==> src/rtl/sfp_pkg.sv <==
// Package: shared register addresses, bit positions and entry layout
// for the transmit/receive FIFO pair. Assumes an 8-bit data path.
package sfp_pkg;
    localparam logic [2:0] A_CTRL  = 3'd0;
    localparam logic [2:0] A_STAT  = 3'd1;
    localparam logic [2:0] A_TXD   = 3'd2;
    localparam logic [2:0] A_RXD   = 3'd3;
    localparam logic [2:0] A_TXOCC = 3'd4;
    localparam logic [2:0] A_RXOCC = 3'd5;
    localparam logic [2:0] A_RXWM  = 3'd6;

    localparam int FLUSH_BIT   = 1;
    localparam int ST_TX_FULL  = 4;
    localparam int ST_RX_FULL  = 5;
    localparam int ST_RX_EMPTY = 6;
    localparam int ST_TX_EMPTY = 7;

    typedef struct packed {
        logic       stop;
        logic       start;
        logic [7:0] data;
    } tx_entry_t;
endpackage

==> src/rtl/sfp_fifo.sv <==
// Module: sfp_fifo
// Generic synchronous FIFO with an exact entry count.
// Assumes DEPTH is a power of two. A push while full and a pop while
// empty are dropped without touching any pointer. Flush clears
// everything and wins over push and pop in the same cycle.
module sfp_fifo #(
    parameter int W     = 8,
    parameter int DEPTH = 16,
    localparam int AW   = $clog2(DEPTH),
    localparam int CW   = AW + 1
) (
    input  logic          clk,
    input  logic          rst_n,
    input  logic          flush,
    input  logic          push,
    input  logic [W-1:0]  din,
    input  logic          pop,
    output logic [W-1:0]  dout,
    output logic [CW-1:0] count
);
    logic [W-1:0]  mem [DEPTH];
    logic [AW-1:0] wp, rp;
    logic          do_push, do_pop;

    // Qualify strobes against the current fill level
    always_comb begin
        do_push = push && (count != CW'(DEPTH));
        do_pop  = pop  && (count != '0);
    end

    // Storage write; entries need no reset
    always_ff @(posedge clk) begin
        if (do_push && !flush) mem[wp] <= din;
    end

    // Pointer and count update
    always_ff @(posedge clk) begin
        if (!rst_n || flush) begin
            wp    <= '0;
            rp    <= '0;
            count <= '0;
        end else begin
            if (do_push) wp <= wp + 1'b1;
            if (do_pop)  rp <= rp + 1'b1;
            count <= count + CW'(do_push) - CW'(do_pop);
        end
    end

    assign dout = mem[rp];
endmodule

==> src/rtl/sfp_regs.sv <==
// Module: sfp_regs
// Register decode for the FIFO pair: turns port strobes into FIFO
// push/pop/flush, holds the receive watermark and builds read data.
// Assumes an 8-bit data path (status bit positions are fixed).
module sfp_regs
    import sfp_pkg::*;
#(
    parameter int DEPTH  = 16,
    parameter int DATA_W = 8,
    localparam int AW    = $clog2(DEPTH),
    localparam int CW    = AW + 1
) (
    input  logic              clk,
    input  logic              rst_n,
    input  logic              reg_wr,
    input  logic              reg_wr_wide,
    input  logic              reg_rd,
    input  logic [2:0]        reg_addr,
    input  logic [DATA_W+1:0] reg_wdata,
    output logic [DATA_W-1:0] reg_rdata,
    input  logic [CW-1:0]     tx_count,
    input  logic [CW-1:0]     rx_count,
    input  logic [DATA_W-1:0] rx_head,
    output logic              tx_push,
    output logic [DATA_W+1:0] tx_din,
    output logic              tx_flush,
    output logic              rx_pop,
    output logic [AW-1:0]     rx_wm
);
    // Zero-based occupancy: count minus one, floored at zero
    function automatic logic [DATA_W-1:0] occ(input logic [CW-1:0] c);
        logic [CW-1:0] m;
        m = (c == '0) ? '0 : c - 1'b1;
        return DATA_W'(m[AW-1:0]);
    endfunction

    // Decode write and read strobes into FIFO controls
    always_comb begin
        tx_push  = reg_wr && (reg_addr == A_TXD);
        tx_flush = reg_wr && (reg_addr == A_CTRL) && reg_wdata[FLUSH_BIT];
        rx_pop   = reg_rd && (reg_addr == A_RXD);
        tx_din   = reg_wr_wide ? reg_wdata
                               : {2'b00, reg_wdata[DATA_W-1:0]};
    end

    // Receive watermark register, resets to the top of the range
    always_ff @(posedge clk) begin
        if (!rst_n)
            rx_wm <= AW'(DEPTH - 1);
        else if (reg_wr && (reg_addr == A_RXWM))
            rx_wm <= reg_wdata[AW-1:0];
    end

    // Read-data multiplexer
    always_comb begin
        reg_rdata = '0;
        case (reg_addr)
            A_STAT: begin
                reg_rdata[ST_TX_FULL]  = (tx_count == CW'(DEPTH));
                reg_rdata[ST_RX_FULL]  = (rx_count == CW'(DEPTH));
                reg_rdata[ST_RX_EMPTY] = (rx_count == '0);
                reg_rdata[ST_TX_EMPTY] = (tx_count == '0);
            end
            A_RXD:   reg_rdata = (rx_count != '0) ? rx_head : '0;
            A_TXOCC: reg_rdata = occ(tx_count);
            A_RXOCC: reg_rdata = occ(rx_count);
            A_RXWM:  reg_rdata = DATA_W'(rx_wm);
            default: reg_rdata = '0;
        endcase
    end
endmodule

==> src/rtl/ser_fifo_pair.sv <==
// Module: ser_fifo_pair (top)
// Transmit and receive FIFOs for a byte-serial controller with a
// register view and level interrupt sources. The bus engine is
// outside: it pops transmit entries and pushes received bytes.
module ser_fifo_pair #(
    parameter int DEPTH  = 16,
    parameter int DATA_W = 8,
    localparam int AW    = $clog2(DEPTH),
    localparam int CW    = AW + 1,
    localparam int TXW   = DATA_W + 2
) (
    input  logic              clk,
    input  logic              rst_n,
    input  logic              reg_wr,
    input  logic              reg_wr_wide,
    input  logic              reg_rd,
    input  logic [2:0]        reg_addr,
    input  logic [TXW-1:0]    reg_wdata,
    output logic [DATA_W-1:0] reg_rdata,
    input  logic              tx_pop,
    output logic              tx_valid,
    output logic [TXW-1:0]    tx_entry,
    input  logic              rx_push,
    input  logic [DATA_W-1:0] rx_byte,
    output logic              irq_rx_level,
    output logic              irq_tx_empty,
    output logic              irq_tx_half
);
    logic [CW-1:0]     tx_count, rx_count;
    logic [DATA_W-1:0] rx_head;
    logic [TXW-1:0]    tx_din;
    logic              tx_push, tx_flush, rx_pop;
    logic [AW-1:0]     rx_wm;

    sfp_regs #(.DEPTH(DEPTH), .DATA_W(DATA_W)) u_regs (
        .clk(clk), .rst_n(rst_n),
        .reg_wr(reg_wr), .reg_wr_wide(reg_wr_wide), .reg_rd(reg_rd),
        .reg_addr(reg_addr), .reg_wdata(reg_wdata), .reg_rdata(reg_rdata),
        .tx_count(tx_count), .rx_count(rx_count), .rx_head(rx_head),
        .tx_push(tx_push), .tx_din(tx_din), .tx_flush(tx_flush),
        .rx_pop(rx_pop), .rx_wm(rx_wm)
    );

    sfp_fifo #(.W(TXW), .DEPTH(DEPTH)) u_txq (
        .clk(clk), .rst_n(rst_n), .flush(tx_flush),
        .push(tx_push), .din(tx_din), .pop(tx_pop),
        .dout(tx_entry), .count(tx_count)
    );

    sfp_fifo #(.W(DATA_W), .DEPTH(DEPTH)) u_rxq (
        .clk(clk), .rst_n(rst_n), .flush(1'b0),
        .push(rx_push), .din(rx_byte), .pop(rx_pop),
        .dout(rx_head), .count(rx_count)
    );

    // Level interrupt sources and engine-side valid
    always_comb begin
        tx_valid     = (tx_count != '0);
        irq_tx_empty = (tx_count == '0);
        irq_tx_half  = (tx_count <= CW'(DEPTH / 2));
        irq_rx_level = (rx_count > CW'(rx_wm));
    end
endmodule

==> config.mk <==
export PLATFORM = sky130hd
export DESIGN_NAME = ser_fifo_pair
export DESIGN_NICKNAME = d
export VERILOG_FILES = /design/src/rtl/sfp_pkg.sv /design/src/rtl/sfp_fifo.sv /design/src/rtl/sfp_regs.sv /design/src/rtl/ser_fifo_pair.sv
export SDC_FILE = /design/constraint.sdc
export NUM_CORES = 1
export LEC_CHECK = 0
export ABC_AREA = 1
export ABC_CLOCK_PERIOD_IN_PS = 3100
export BUFFER_PORTS_ARGS = -buffer_cell sky130_fd_sc_hd__clkbuf_2
export CORE_MARGIN = 2
export CORE_UTILIZATION = 50
export CTS_CLUSTER_DIAMETER = 60
export CTS_CLUSTER_SIZE = 28
export DETAILED_ROUTE_END_ITERATION = 10
export HOLD_SLACK_MARGIN = 0.15
export PLACE_DENSITY = 0.7
export SYNTH_ARGS = -nofsm -noshare
export SYNTH_HDL_FRONTEND = slang
export SYNTH_SLANG_ARGS = --single-unit
==> constraint.sdc <==
create_clock -name clk -period 3.1 [get_ports clk]
set_input_delay 0.155 -clock clk [delete_from_list [all_inputs] [get_ports clk]]
set_output_delay 0.155 -clock clk [all_outputs]
set_load 0.02 [all_outputs]
Yosys cells after proc, flatten, opt, wreduce, memory -nomap -nowiden --
Memory sizes are Yosys's and may differ from the RTL's. A register that Yosys moved wholly into a read port is not among the register bits. Cells that the tools add are included.
Storage, ports and cells: memories kept 2, output and inout port bits 22, input port bits 28, bits in writable memories 288, register bits 30
Memory list:
- u_txq.mem | words 16, bits a word 10, rd ports 1, clocked after Yosys merged registers in 1, write ports 1, line sfp_fifo.sv:21 | logic [W-1:0] mem [DEPTH];
- u_rxq.mem | words 16, bits a word 8, rd ports 1, clocked after Yosys merged registers in 1, write ports 1, line sfp_fifo.sv:21
Cells by class: multiplexer cells 14, add/sub/neg operators 10, reduce and logical (&&, ||, !) cells 18, equality and inequality tests 10, $lt $le $gt $ge 2
Operators by type and width (count):
- $mux W4 | 6
- $add A4 B1 Y4 const B | 4
- $pmux W4 S4 | 1
- $add A5 B1 Y5 | 2
- $eq A5 B5 Y1 const B | 2
- $logic_and A1 B1 Y1 | 10
- $logic_not A5 Y1 | 2
- $mux W10 | 1
- $ne A5 B5 Y1 const B | 2
- $reduce_bool A5 Y1 | 2
- $sub A5 B1 Y5 | 2
- $eq A3 B3 Y1 const B | 3
- $mux W8 | 1
- $pmux W4 S2 | 1
- $sub A4 B1 Y4 const B | 2
- $eq A3 B2 Y1 const B | 2
- $gt A5 B4 Y1 | 1
- $le A5 B4 Y1 const B | 1
- $mux W1 | 4
- $eq A3 B1 Y1 const B | 1
- $logic_not A3 Y1 | 1
- $logic_not A1 Y1 | 2
- $logic_or A1 B1 Y1 | 1

Logic depth before layout (Yosys ltp) --
depth after elaboration 7, gate-level depth with buffers 17, gate-level depth less buffers 17

By module --
A second synthesis with hierarchy kept.
Second synthesis, totals: cell total of the unflattened synthesis 1582, area, all modules 15055.7 µm²
Modules (own cells, without submodules):
- sfp_fifo (u_txq) | instances 1, cells each 782, seq. area each 5144.9 µm², area an instance 7812.5 µm²
- sfp_fifo (u_rxq) | instances 1, cells each 653, seq. area each 4184.0 µm², area an instance 6447.4 µm²
- sfp_regs | instances 1, cells each 117, seq. area each 80.1 µm², area an instance 636.9 µm²
- ser_fifo_pair | instances 1, cells each 30, seq. area each 0.0 µm², area an instance 158.9 µm²

Least setup slack after synthesis --
No wires, ideal clock.
path type flip-flop to flip-flop, from register u_txq.count[1], to register u_txq.count[4], stages on the path, launching flop included 18, arrival time 2511 ps, clock period less this slack 2628 ps, path slack 472 ps, data required time 2983 ps, cells stage by stage dfxtp_1 > inv_1 > ha_1 > nand3_1 > nand2_1 > nor2_1 > inv_1 > nand2_1 > ha_1 > inv_1 > fa_1 > nor2_1 > nor2_1 > nor2_1 > nor2_1 > xor2_1 > inv_1 > nor2_1
Between the ends: elaborated cells between the ends (all ways) 6, classes of those cells 2 x add/sub; 1 x eq/ne; 3 x reduce/logical
RTL lines:
- start: declaration | line sfp_fifo.sv:19 | output logic [CW-1:0] count
- start signal: assignment | line sfp_fifo.sv:45 | count <= count + CW'(do_push) - CW'(do_pop);
- $reduce_bool A5 Y1
- named net tx_valid | line ser_fifo_pair.sv:21 | output logic tx_valid,
- $logic_and A1 B1 Y1 | line sfp_fifo.sv:28 | do_pop = pop && (count != '0);
- $sub A5 B1 Y5 | line sfp_fifo.sv:45
The timed path passes the listed nets, and every way through them passes these cells. A chain may end at the register's enable or synchronous reset.

==> impl_metrics.yaml <==
status:
  status: "complete, no violations"
power_and_ir_drop:
  p_per_area_nw_per_um2: 670.2
  p_sw_share_pct: 30.68
  total_leakage_power_uw: 0.006306
  total_power_uw: 10790
  p_comb_share_pct: 18.7
  power.switching_uw: 3311
  power.internal_uw: 7483
  vdd_drop_max_uv: 603.8
  pwr-share-clk_pct: 34.2
  seqPwrFrac_pct: 47.1
clock_tree:
  clk_latency_ns: 0.55
  post_cts_buffers: 0
  cts_tree: "yes"
  cts.sinks: 326
  htreeDepth: 1
  cts_buffers: 26
  root_buffer: "clkbuf_16"
  clockBufferDepth: 3
  clk_pin_slew_ns: 0.08
floorplan:
  fp.coreArea_sq_um: 27860
  row_count: 61
  die_h_um: 172.4
  ios: 50
  start_util_pct: 50.88
  dieArea_sq_um: 29710
  die_x_um: 172.4
global_route:
  use_met2_pct: 35.48
  grt_pass1_vias: 9082
  grt_use_total_pct: 21.07
  met3_usage_pct: 2.541
  busiest_layer: "met2"
  antenna_found_initial: 0
  gr-usage-met1_pct: 28.81
  grt_remaining_overflow: 0
  grt_pass1_wl_mm: 48.33
  grt_max_degree: 65
synth:
  synth_area_sq_um: 14170
  synth_top_family_by_area: "simple AND/OR/NAND/NOR gates"
  yosys-top-cells-area: "edfxtp_1 61%, nand2_1 7.6%, nand3_1 5.9%"
  synthDistinctLibCells: 35
  synthFlopType: "edfxtp_1"
  synth.avg_cell_area_sq_um: 10.71
  synth_seq_cells: 326
  synth_common_cells: "288 x edfxtp_1, 288 x nand2_1, 178 x inv_1, 167 x nand3_1, 69 x a21oi_1"
  yosys.area.top_type_share_pct: 61.02
  synth_xor_area_share_pct: 0.4944
  syn_inst: 1324
  synth_edf_count: 288
  ys.warnings.count: 0
  syn_nets: 1386
  yosys.area_share.simple_pct: 16.32
  synth.area.mux_share_pct: 0
  synth_area_leader_cell: "edfxtp_1"
  synth_fa_ha_area_share_pct: 3.107
  ys_seq_area_share_pct: 66.38
  synth_compound_area_share_pct: 6.859
  async_flop_share_pct: 0
sta:
  setup_viol: 0
  fin_crit_sh_pct: 93.08
  hold_viol: 0
  fin_hold_ws_ns: 0.2194
  tightest_slew_ns: 1.136
  rsz0062_at_grt: "no"
  max_freq_ghz: 0.3466
  min_period_ns: 2.885
  skew_ns: 0.02314
  tns_ns: 0
  maxSlewViolCount: 0
  relSlewSlack_pct: 24.24
place:
  port_buffers: 49
  place_hpwl_mm: 19.24
  place.gp.congestion: 0.9037
  placed_cells: 1718
  place_area_sq_um: 14850
setup_path:
  cp_num_buf_inv: 2
  crit_fanout: 64
  cpLargestDelayFamily: "buffers and inverters"
  crit_chain: "inv_2, nand2_1, nand2_1, nand2_1, nand3_1, nand3_1, nand2_1, nand2_1, nand2_1, clkbuf_2"
  cp-endpoint: "reg_rdata[7]"
  reg2reg_slack_ns: 0.35
  cp.required_ns: 2.94
  slowest_delay_ns: 0.79
  worst_ep_arrival_time_ns: 2.73
  r2r_end: "u_rxq.count[4]"
  startpoint_type: "flop"
  crit_path_end_kind: "output pin"
  reg2reg_from: "u_rxq.count[0]"
  crit_path_frequent_cell: "nand2_1"
  path_class: "flop to output pin"
  cp_num_cells: 10
  critPathSlowestCell: "inv_2"
  reg2reg_depth: 15
cells_and_area:
  area_growth_pct: 13.63
  finalInstanceArea_sq_um: 16110
  fin_nets: 1456
  layout.cells.non_filler: 1792
  antennaDiodeCount: 0
  final_layout_size_suffix_gt1_share_pct: 10.40
detailed_routing:
  wire_per_inst_um: 17.02
  drtAntennaViolNets: 0
  vias: 9416
  postRouteWirelength_mm: 30.49
  post-route-drc-count: 0
  dr.pass1.iters: 5
  drt_first_iter_violations: 884
  vias_per_cell: 5.254
worst_hold_path:
  min_path_type: "primary input to flop"
run:
  maxCapViolCount: 0
==> placed cells by master, fill, tap and decap left out, types with 3 or more instances in the layout <==
cell type	count
a21oi_1	69
buf_12	3
buf_4	23
clkbuf_16	27
clkbuf_2	49
clkinv_4	3
dfxtp_1	34
dfxtp_2	3
dlygate4sd3_1	26
edfxtp_1	288
ha_1	32
inv_1	178
inv_12	3
inv_16	4
inv_2	5
inv_8	5
nand2_1	288
nand3_1	167
nor2_1	68
nor2_4	3
o211ai_1	40
o21ai_0	57
or2_2	3
xor2_1	6
==> through the flow <==
| step | setup WS (ns) | util [%] |
|---|---|---|
| after floorplan | 0.4715 | - |
| after global placement | 0.4468 | 53.32 |
| after detailed placement | 0.2780 | 53.32 |
| after CTS | 0.2004 | 57.79 |
| after global routing | 0.01300 | 57.81 |
| final | 0.2147 | 57.81 |
==> power by group through the flow <==
stage / Clock [uW] / Sequential, uW / Combinational (uW)
floorplan: 0 / 5070 / 1470
global placement: 0 / 5170 / 1920
detailed placement: 0 / 5180 / 1970
CTS: 3760 / 5080 / 2010
global route: 3920 / 5110 / 2290
finish: 3700 / 5080 / 2020
==> worst min path at each step <==
stage                            start  cells after the start                to  slack, ns
after floorplan             rx_byte[0]                      0   u_rxq.mem[0][0]       0.25
after global placement     u_txq.rp[2]                      2       u_txq.rp[2]       0.47
after detailed placement   u_rxq.wp[2]                      2       u_rxq.wp[2]       0.49
after CTS                 reg_wdata[8]                      3  u_txq.mem[14][8]       0.20
after global routing      reg_wdata[9]                      3  u_txq.mem[12][9]       0.23
final                     reg_wdata[9]                      3  u_txq.mem[12][9]       0.22
==> area by class of cell <==
cell class | instances | area (sq um)
clock buffers | 27 | 675.6
clock inverters | 21 | 310.3
fillers | 2268 | 11750
inverters | 184 | 690.7
multi-input cells | 755 | 3801
flip-flops and latches | 326 | 9417
well taps | 378 | 473.0
repair buffers | 101 | 738.2
==> layer usage <==
metal / vias up / share of wire (%)
li1: 4629 / -
met1: 4463 / 44
met2: 266 / 48
met3: 58 / 4.7
met4: 0 / 2.9
met5: - / 0
==> cells by family (layout without fill, tap and decap cells) <==
group                      count (synthesis)  in the layout
buffers and inverters                    243            333
and+or+nand+nor                          541            541
xor gates and xnor gates                   8              8
AOI/OAI and AO/OA                        172            172
DFF                                      326            326
adders and majority gates                 34             34
==> repair_timing <==
item / CTS / global route
hold endpoints to repair: 283 / 0
resized for setup: 0 / 2
endpoints found under the setup margin: 0 / 1
hold buffers: 26 / 0
==> sequential cells by signal, summed over array words and instances (netlist names), named ones only <==
name          flops
u_txq.mem       160
u_rxq.rp          4
u_txq.rp          4
u_rxq.mem       128
u_txq.count       5
u_txq.wp          4
u_rxq.wp          4
u_rxq.count       5
u_regs.rx_wm      4
==> worst register-to-register path, cell delays in order, from the launching register on <==
cell and delay [ns]:
dfxtp_1 0.41, inv_1 0.09, ha_1 0.25, nand2_1 0.10, nor2_1 0.08, nor2_4 0.22, nand2_4 0.12, nor2_2 0.14
inv_1 0.08, nand2_1 0.06, ha_1 0.16, inv_1 0.06, fa_1 0.44, o31ai_2 0.23, o21ai_0 0.13, a21oi_1 0.12
Power figures use the tool's default switching activity.
